--- config.mk ---
export PLATFORM = sky130hd
export DESIGN_NAME = hostfw_mailbox
export DESIGN_NICKNAME = d
export VERILOG_FILES = /design/src/rtl/mbox_pkg.sv /design/src/rtl/mbox_decode.sv /design/src/rtl/mbox_owner.sv /design/src/rtl/mbox_cmd.sv /design/src/rtl/mbox_smistat.sv /design/src/rtl/hostfw_mailbox.sv
export SDC_FILE = /design/constraint.sdc
export NUM_CORES = 1
export LEC_CHECK = 0
export BUFFER_PORTS_ARGS = -buffer_cell sky130_fd_sc_hd__buf_4
export CORE_AREA = 3 3 89 112
export CTS_CLUSTER_SIZE = 30
export DETAILED_ROUTE_END_ITERATION = 7
export DIE_AREA = 0 0 92 115
export PLACE_DENSITY = 0.9
export SYNTH_ARGS = -nofsm -noshare
export SYNTH_HDL_FRONTEND = slang
export SYNTH_SLANG_ARGS = --single-unit
--- constraint.sdc ---
create_clock -name clk -period 3.8 [get_ports clk]
set_input_delay 0.57 -clock clk [delete_from_list [all_inputs] [get_ports clk]]
set_output_delay 0.57 -clock clk [all_outputs]
set_load 0.005 [all_outputs]
--- src/rtl/mbox_pkg.sv ---
package mbox_pkg;
  localparam logic [11:0] OFS_CMD  = 12'h0E4;
  localparam logic [11:0] OFS_DIN  = 12'h0E8;
  localparam logic [11:0] OFS_DOUT = 12'h0EC;
  localparam logic [11:0] OFS_OWN  = 12'h0F0;
  localparam logic [11:0] OFS_SMI  = 12'h428;

  localparam logic [7:0] OWN_NONE = 8'd0;
  localparam logic [7:0] OWN_FW   = 8'd1;
  localparam logic [7:0] OWN_SW   = 8'd2;
  localparam logic [7:0] TYPE_ACK = 8'd128;
  localparam logic [7:0] TYPE_NAK = 8'd129;

  localparam int CMD_BITS = 5;
  localparam int ST_HANG  = 1;
  localparam int ST_EN    = 3;

  typedef struct packed {
    logic cmd;
    logic din;
    logic dout;
    logic own;
    logic smi;
  } mbox_sel_t;
endpackage

--- src/rtl/mbox_decode.sv ---
module mbox_decode
  import mbox_pkg::*;
#(
  parameter int ADDR_W = 12
) (
  input  logic              we_i,
  input  logic [ADDR_W-1:0] addr_i,
  output mbox_sel_t         hit_o,
  output mbox_sel_t         wsel_o
);
  always_comb begin
    hit_o.cmd  = (addr_i == ADDR_W'(OFS_CMD));
    hit_o.din  = (addr_i == ADDR_W'(OFS_DIN));
    hit_o.dout = (addr_i == ADDR_W'(OFS_DOUT));
    hit_o.own  = (addr_i == ADDR_W'(OFS_OWN));
    hit_o.smi  = (addr_i == ADDR_W'(OFS_SMI));
    wsel_o     = we_i ? hit_o : '0;
  end
endmodule

--- src/rtl/mbox_owner.sv ---
module mbox_owner
  import mbox_pkg::*;
#(
  parameter int OWN_W = 8
) (
  input  logic             clk,
  input  logic             rst_n,
  input  logic             h_we_i,
  input  logic [OWN_W-1:0] h_val_i,
  input  logic             f_we_i,
  input  logic [OWN_W-1:0] f_val_i,
  output logic [OWN_W-1:0] owner_o,
  output logic             release_o
);
  logic [OWN_W-1:0] q, nxt;
  logic             wr;
  logic [OWN_W-1:0] val;

  // host port has priority when both write in one cycle
  always_comb begin
    wr  = h_we_i | f_we_i;
    val = h_we_i ? h_val_i : f_val_i;
    nxt = q;
    release_o = 1'b0;
    if (wr) begin
      if (val == '0) begin
        nxt       = '0;
        release_o = 1'b1;
      end else if (q == '0) begin
        nxt = val;
      end
    end
  end

  always_ff @(posedge clk) begin
    if (!rst_n) q <= '0;
    else        q <= nxt;
  end

  assign owner_o = q;

  p_claim_from_none_r2: assert property (@(posedge clk) disable iff (!rst_n)
    ((q != $past(q)) && (q != '0)) |-> ($past(q) == '0));

  p_host_wins_tie_r3: assert property (@(posedge clk) disable iff (!rst_n)
    $past(h_we_i && f_we_i && (h_val_i != '0) && (q == '0)) |-> (q == $past(h_val_i)));
endmodule

--- src/rtl/mbox_cmd.sv ---
module mbox_cmd
  import mbox_pkg::*;
(
  input  logic                clk,
  input  logic                rst_n,
  input  logic                h_we_i,
  input  logic [CMD_BITS-1:0] h_val_i,
  input  logic                f_we_i,
  input  logic [CMD_BITS-1:0] f_val_i,
  input  logic                release_i,
  output logic [CMD_BITS-1:0] bits_o,
  output logic                irq_cpu_o,
  output logic                irq_host_o,
  output logic                irq_xhci_o,
  output logic                irq_pme_o
);
  // bit order: 4 enable, 3 xhci, 2 smi, 1 pme, 0 controller cpu
  localparam int B_IE = 4, B_XHCI = 3, B_SMI = 2, B_PME = 1, B_CPU = 0;

  logic [CMD_BITS-1:0] q, nxt;

  always_comb begin
    if (h_we_i)      nxt = h_val_i;
    else if (f_we_i) nxt = f_val_i;
    else             nxt = q;
    if (release_i) nxt[B_CPU] = 1'b0;
  end

  always_ff @(posedge clk) begin
    if (!rst_n) q <= '0;
    else        q <= nxt;
  end

  assign bits_o     = q;
  assign irq_cpu_o  = q[B_IE] & q[B_CPU];
  assign irq_host_o = q[B_IE] & q[B_SMI];
  assign irq_xhci_o = q[B_IE] & q[B_XHCI];
  assign irq_pme_o  = q[B_IE] & q[B_PME];

  p_release_drops_cpu_r7: assert property (@(posedge clk) disable iff (!rst_n)
    $past(release_i) |-> !irq_cpu_o);

  p_release_keeps_upper_r7: assert property (@(posedge clk) disable iff (!rst_n)
    $past(release_i && !h_we_i && !f_we_i) |-> (q[B_IE:B_PME] == $past(q[B_IE:B_PME])));
endmodule

--- src/rtl/mbox_smistat.sv ---
module mbox_smistat (
  input  logic clk,
  input  logic rst_n,
  input  logic hang_i,
  input  logic set_we_i,
  input  logic set_hang_i,
  input  logic set_en_i,
  input  logic clr_we_i,
  input  logic clr_hang_i,
  input  logic clr_en_i,
  output logic hang_o,
  output logic en_o,
  output logic fault_o
);
  logic hang_q, en_q;
  logic hang_set, hang_clr, en_set, en_clr;

  always_comb begin
    hang_set = hang_i | (set_we_i & set_hang_i);
    hang_clr = clr_we_i & clr_hang_i;
    en_set   = set_we_i & set_en_i;
    en_clr   = clr_we_i & clr_en_i;
  end

  // set beats clear so an event in the clearing cycle survives
  always_ff @(posedge clk) begin
    if (!rst_n) begin
      hang_q <= 1'b0;
      en_q   <= 1'b0;
    end else begin
      hang_q <= hang_set | (hang_q & ~hang_clr);
      en_q   <= en_set   | (en_q   & ~en_clr);
    end
  end

  assign hang_o  = hang_q;
  assign en_o    = en_q;
  assign fault_o = hang_q & en_q;

  p_hang_not_lost_r8: assert property (@(posedge clk) disable iff (!rst_n)
    $past(hang_i) |-> hang_o);

  p_clear_only_by_host_r8: assert property (@(posedge clk) disable iff (!rst_n)
    $fell(hang_o) |-> $past(clr_we_i && clr_hang_i));
endmodule

--- src/rtl/hostfw_mailbox.sv ---
module hostfw_mailbox
  import mbox_pkg::*;
#(
  parameter int ADDR_W = 12,
  parameter int DATA_W = 32,
  parameter int OWN_W  = 8
) (
  input  logic              clk,
  input  logic              rst_n,
  input  logic              h_we,
  input  logic [ADDR_W-1:0] h_addr,
  input  logic [DATA_W-1:0] h_wdata,
  output logic [DATA_W-1:0] h_rdata,
  input  logic              f_we,
  input  logic [ADDR_W-1:0] f_addr,
  input  logic [DATA_W-1:0] f_wdata,
  output logic [DATA_W-1:0] f_rdata,
  input  logic              fw_hang,
  output logic              irq_cpu,
  output logic              irq_host,
  output logic              irq_xhci,
  output logic              irq_pme,
  output logic              irq_fault
);
  localparam int NPORT    = 2;
  localparam int TYPE_W   = 8;
  localparam int TYPE_LSB = DATA_W - TYPE_W;
  localparam int CMD_LSB  = DATA_W - CMD_BITS;

  logic              p_we   [NPORT];
  logic [ADDR_W-1:0] p_addr [NPORT];
  logic [DATA_W-1:0] p_rd   [NPORT];
  mbox_sel_t         p_hit  [NPORT];
  mbox_sel_t         p_wsel [NPORT];

  logic [OWN_W-1:0]    owner_q;
  logic                owner_rel;
  logic [DATA_W-1:0]   din_q, dout_q;
  logic [CMD_BITS-1:0] cmd_bits;
  logic                st_hang, st_en;
  logic [DATA_W-1:0]   cmd_word, stat_word, own_word;
  logic                din_ok, dout_ok;

  assign p_we[0]   = h_we;
  assign p_we[1]   = f_we;
  assign p_addr[0] = h_addr;
  assign p_addr[1] = f_addr;
  assign h_rdata   = p_rd[0];
  assign f_rdata   = p_rd[1];

  function automatic logic is_ack(input logic [TYPE_W-1:0] t);
    return (t == TYPE_ACK) || (t == TYPE_NAK);
  endfunction

  function automatic logic [DATA_W-1:0] rmux(
    input mbox_sel_t h, input logic [DATA_W-1:0] c, input logic [DATA_W-1:0] di,
    input logic [DATA_W-1:0] dq, input logic [DATA_W-1:0] o, input logic [DATA_W-1:0] s);
    logic [DATA_W-1:0] r;
    r = '0;
    if (h.cmd)  r = c;
    if (h.din)  r = di;
    if (h.dout) r = dq;
    if (h.own)  r = o;
    if (h.smi)  r = s;
    return r;
  endfunction

  generate
    for (genvar p = 0; p < NPORT; p++) begin : g_port
      mbox_decode #(.ADDR_W(ADDR_W)) u_dec (
        .we_i   (p_we[p]),
        .addr_i (p_addr[p]),
        .hit_o  (p_hit[p]),
        .wsel_o (p_wsel[p])
      );
      assign p_rd[p] = rmux(p_hit[p], cmd_word, din_q, dout_q, own_word, stat_word);
    end
  endgenerate

  mbox_owner #(.OWN_W(OWN_W)) u_own (
    .clk       (clk),
    .rst_n     (rst_n),
    .h_we_i    (p_wsel[0].own),
    .h_val_i   (h_wdata[OWN_W-1:0]),
    .f_we_i    (p_wsel[1].own),
    .f_val_i   (f_wdata[OWN_W-1:0]),
    .owner_o   (owner_q),
    .release_o (owner_rel)
  );

  mbox_cmd u_cmd (
    .clk        (clk),
    .rst_n      (rst_n),
    .h_we_i     (p_wsel[0].cmd),
    .h_val_i    (h_wdata[DATA_W-1:CMD_LSB]),
    .f_we_i     (p_wsel[1].cmd),
    .f_val_i    (f_wdata[DATA_W-1:CMD_LSB]),
    .release_i  (owner_rel),
    .bits_o     (cmd_bits),
    .irq_cpu_o  (irq_cpu),
    .irq_host_o (irq_host),
    .irq_xhci_o (irq_xhci),
    .irq_pme_o  (irq_pme)
  );

  mbox_smistat u_stat (
    .clk        (clk),
    .rst_n      (rst_n),
    .hang_i     (fw_hang),
    .set_we_i   (p_wsel[1].smi),
    .set_hang_i (f_wdata[ST_HANG]),
    .set_en_i   (f_wdata[ST_EN]),
    .clr_we_i   (p_wsel[0].smi),
    .clr_hang_i (h_wdata[ST_HANG]),
    .clr_en_i   (h_wdata[ST_EN]),
    .hang_o     (st_hang),
    .en_o       (st_en),
    .fault_o    (irq_fault)
  );

  always_comb begin
    cmd_word            = {cmd_bits, {CMD_LSB{1'b0}}};
    own_word            = DATA_W'(owner_q);
    stat_word           = '0;
    stat_word[ST_HANG]  = st_hang;
    stat_word[ST_EN]    = st_en;
  end

  // ownership guard on the two message registers, ack/nak bypass it
  assign din_ok  = p_wsel[0].din &&
                   ((owner_q == OWN_W'(OWN_SW)) || is_ack(h_wdata[TYPE_LSB +: TYPE_W]));
  assign dout_ok = p_wsel[1].dout &&
                   ((owner_q == OWN_W'(OWN_FW)) || is_ack(f_wdata[TYPE_LSB +: TYPE_W]));

  always_ff @(posedge clk) begin
    if (!rst_n) begin
      din_q  <= '0;
      dout_q <= '0;
    end else begin
      if (din_ok)  din_q  <= h_wdata;
      if (dout_ok) dout_q <= f_wdata;
    end
  end

  p_din_guard_r4: assert property (@(posedge clk) disable iff (!rst_n)
    (din_q != $past(din_q)) |->
      ($past(h_we) && ($past(h_addr) == ADDR_W'(OFS_DIN)) &&
       (($past(owner_q) == OWN_W'(OWN_SW)) || is_ack($past(h_wdata[TYPE_LSB +: TYPE_W])))));

  p_dout_guard_r4: assert property (@(posedge clk) disable iff (!rst_n)
    (dout_q != $past(dout_q)) |->
      ($past(f_we) && ($past(f_addr) == ADDR_W'(OFS_DOUT)) &&
       (($past(owner_q) == OWN_W'(OWN_FW)) || is_ack($past(f_wdata[TYPE_LSB +: TYPE_W])))));
endmodule

==> out/qor.log <==
qor: hold_path.worst_hold_path.num_cells 2
qor: critical_path.r2r_cells 5
qor: timing.worst_margin_slew 0.964 ns
qor: job.timing.max_cap.violations 0
qor: critical_path.r2r-end u_own.owner_o[6]
qor: clock_tree.post_cts.repair.setup_buffers 0
qor: place.sum_of_net_half_perimeters_after_detailed_placement 10300 um
qor: critical_path.timing.rr.start u_own.owner_o[0]
qor: synthesis.ys_ff_latch 79
qor: synthesis.yosysUniqueCellTypes 46
qor: timing.slew_viol_final 0
qor: synthesis.ys_seq_area_frac 0.352
qor: critical_path.worst-endpoint-arrival 2.73 ns
qor: synthesis.synthesis.nets 580
qor: route.wl_per_cell 18.7 um
qor: route.detail_route.first_pass.iterations 8
qor: die.io_pins 162
qor: final_layout.fillerInstances 715
qor: clock_tree.tritoncts.num_buffers 9
qor: final_layout.layout_commonest_cell buf_4
qor: route.routed_via_density 5.92
qor: timing.post-route-period-util 0.868
qor: grt.grt_first_pass_wirelength 22400 um
qor: route.vias 4546
qor: clock_tree.worstSkewPairLatency 0.34 ns
qor: grt.total_routing_usage_gr 0.265
qor: synthesis.synth-main-ff-cell dfxtp_1
qor: die.fp.dieArea 0.0106 mm^2
qor: hold_path.holdCritStartpoint u_stat.en_o
qor: die.fp.coreArea 0.00908 mm^2
qor: clock_tree.post_cts_resized 0
qor: clock_tree.clk_root_buffer_cell clkbuf_16
qor: clock_tree.cts_max_level 3
qor: timing.endpoints_failing_setup 0
qor: final_layout.syn_to_final_growth 35.6%
qor: route.detail-route-antenna-nets 0
qor: route.routed_wirelength 14400 um
qor: route.first_iter_violations 533
qor: die.std_cell_rows 39
qor: clock_tree.post_cts_hold_buffer_count 0
qor: timing.rsz0062_at_grt no
qor: die.floorplan.initialDensity 0.495
qor: critical_path.worstSetupStartpointType primary input
qor: route.met3WireLength 1050 um
qor: timing.hold_slack 0.489 ns
qor: final_layout.drive_gt1_frac 0.318
qor: power_and_ir_drop.p_leak 0.00245 uW
qor: clock_tree.clk_path_buf_depth 2
qor: critical_path.timing.setup.critical_path_class in -> out
qor: die.chipWidth 92 um
qor: place.gpl.final_weighted_congestion 0.923
qor: clock_tree.clock_sink_count 79
qor: place.place.port_buffers 161
qor: timing.finalHoldViolCount 0
qor: status.outcome finished clean
qor: final_layout.antenna_cells_inserted 0
qor: die.die_h 115 um
qor: grt.grt_max_degree 82
qor: grt.first_global_vias 4558
qor: route.drc 0
qor: synthesis.netlist_area 0.00449 mm^2
qor: place.placedCellCount 752
qor: synthesis.yosys_warnings 0
qor: timing.max_slew_margin 0.351
qor: route.top_signal_layer_used met4
qor: power_and_ir_drop.power.density_cell_area 294 mW/mm^2
qor: grt.grt.overflow.total 0
qor: timing.totalNegativeSetupSlack 0 ns
qor: timing.fin_worst_skew 0.00698 ns
qor: critical_path.endpoint_kind primary output
qor: clock_tree.cts_tree yes
qor: final_layout.finalNonFillerCells 768
qor: synthesis.synthCells 487
qor: hold_path.whs_endpoint u_stat.en_o
qor: final_layout.nets 733
qor: final_layout.layout_common_cells 175 x buf_4, 79 x dfxtp_1, 74 x mux2i_1, 68 x nor2b_1, 38 x a22o_1
qor: timing.post_layout_min_period 3.30 ns
qor: route.dr_wl_met2 7650 um
qor: grt.initial_antenna_violation_count 0
qor: power_and_ir_drop.power.ir.vdd_worst 276 uV
qor: synthesis.number_of_synthesized_flops_with_an_enable_pin 0
qor: synthesis.ys_async_sr_fraction 0
qor: synthesis.syn_area_per_cell 9.22 um^2
qor: critical_path.required_time_worst_endpoint 3.23 ns
qor: hold_path.hold_class reg -> reg
qor: timing.max_freq 303 MHz
qor: critical_path.maximum_fanout_along_the_worst_path 4
qor: clock_tree.clock_edge_transition_at_the_registers_on_the_reported_setup_and_hold_paths 0.06 ns
qor: critical_path.setup.reg_to_reg.worst_slack 1.39 ns
qor: route.m1WireLength 5180 um
==> layout make-up <==
class / instances / area (um^2) / area share
clock buffers: 10 / 239 / 0.0392
clock inverters: 6 / 43.8 / 0.00719
inverters: 18 / 67.6 / 0.0111
multi-input cells: 356 / 2670 / 0.438
flip-flops and latches: 79 / 1580 / 0.260
well taps: 123 / 154 / 0.0253
repair buffers: 176 / 1330 / 0.219
==> synth_stat cells, types with 2 or more instances <==
master,count,share of area
o21ai_0,10,0.011
nand3_1,8,0.0089
a222oi_1,16,0.036
a21oi_1,5,0.0056
nand4_1,2,0.0028
nand3b_1,4,0.0067
and2_1,5,0.0070
nor2b_1,68,0.095
a31oi_1,7,0.0098
dfxtp_1,79,0.35
nand4b_1,2,0.0039
a22oi_1,7,0.012
buf_4,3,0.0050
o31ai_1,8,0.013
a22o_1,38,0.074
clkbuf_1,24,0.020
nor3_1,4,0.0045
nor3b_1,3,0.0050
or3b_2,2,0.0039
or4_1,9,0.015
nor2_1,8,0.0067
or3_1,2,0.0028
nor4_2,2,0.0056
inv_1,18,0.015
nand2_1,37,0.031
nor4_1,8,0.011
and3_1,9,0.013
buf_6,5,0.013
mux2i_1,74,0.16
a2111oi_4,2,0.012
nand2b_1,3,0.0042
==> through the flow <==
| stage | util | setup WS, ns | total power, uW | area (um^2) |
|---|---|---|---|---|
| final | 0.671 | 0.500 | 1790 | 6090 |
| after global routing | 0.671 | 0.428 | 1840 | 6090 |
| after CTS | 0.671 | 0.507 | 1800 | 6090 |
| after detailed placement | 0.640 | 0.520 | 988 | 5810 |
| after global placement | 0.640 | 0.628 | 986 | 5810 |
| after floorplan | - | 0.744 | 892 | 4490 |
==> report_power, final <==
part / total [uW] / switching (uW) / internal (uW)
clock network: 818 / 356 / 462
logic: 142 / 58.7 / 83.5
registers: 830 / 0.889 / 829
==> state kept, by name, indices dropped and copies added, names as in the netlist <==
name           cells
din_q             32
u_stat.hang_o      1
u_stat.en_o        1
dout_q            32
u_own.owner_o      8
u_cmd.bits_o       5
==> worst max-delay path by stage <==
stage	cells past startpoint	to	slack, ns	start
2_1_floorplan	6	f_rdata[7]	0.74	f_addr[9]
6_report	7	f_rdata[1]	0.50	f_addr[9]
3_3_place_gp	7	f_rdata[1]	0.63	f_addr[9]
3_5_place_dp	7	f_rdata[1]	0.52	f_addr[9]
5_1_grt	7	f_rdata[1]	0.43	f_addr[9]
4_1_cts	7	f_rdata[1]	0.51	f_addr[9]
==> critical path: stages <==
cell and delay [ns]:
buf_4 0.11, or4b_4 0.55, or3_2 0.49, nor4_1 0.65, a22oi_1 0.14, nand2_1 0.11, buf_4 0.11
==> logic make-up (layout without fill, tap and decap cells) <==
family                 after synthesis  count (layout)  synth area share
buffers and inverters               52             210            0.0568
and+or+nand+nor                    185             185             0.245
AOI/OAI and AO/OA                   97              97             0.181
DFF                                 79              79             0.352
muxes                               74              74             0.165
==> routing by layer <==
metal,up-vias,global-route usage
met5,-,0
met4,0,0.136
met3,50,0.0491
met2,227,0.487
met1,2157,0.291
li1,2112,-
(Power assumes the default switching activity.)
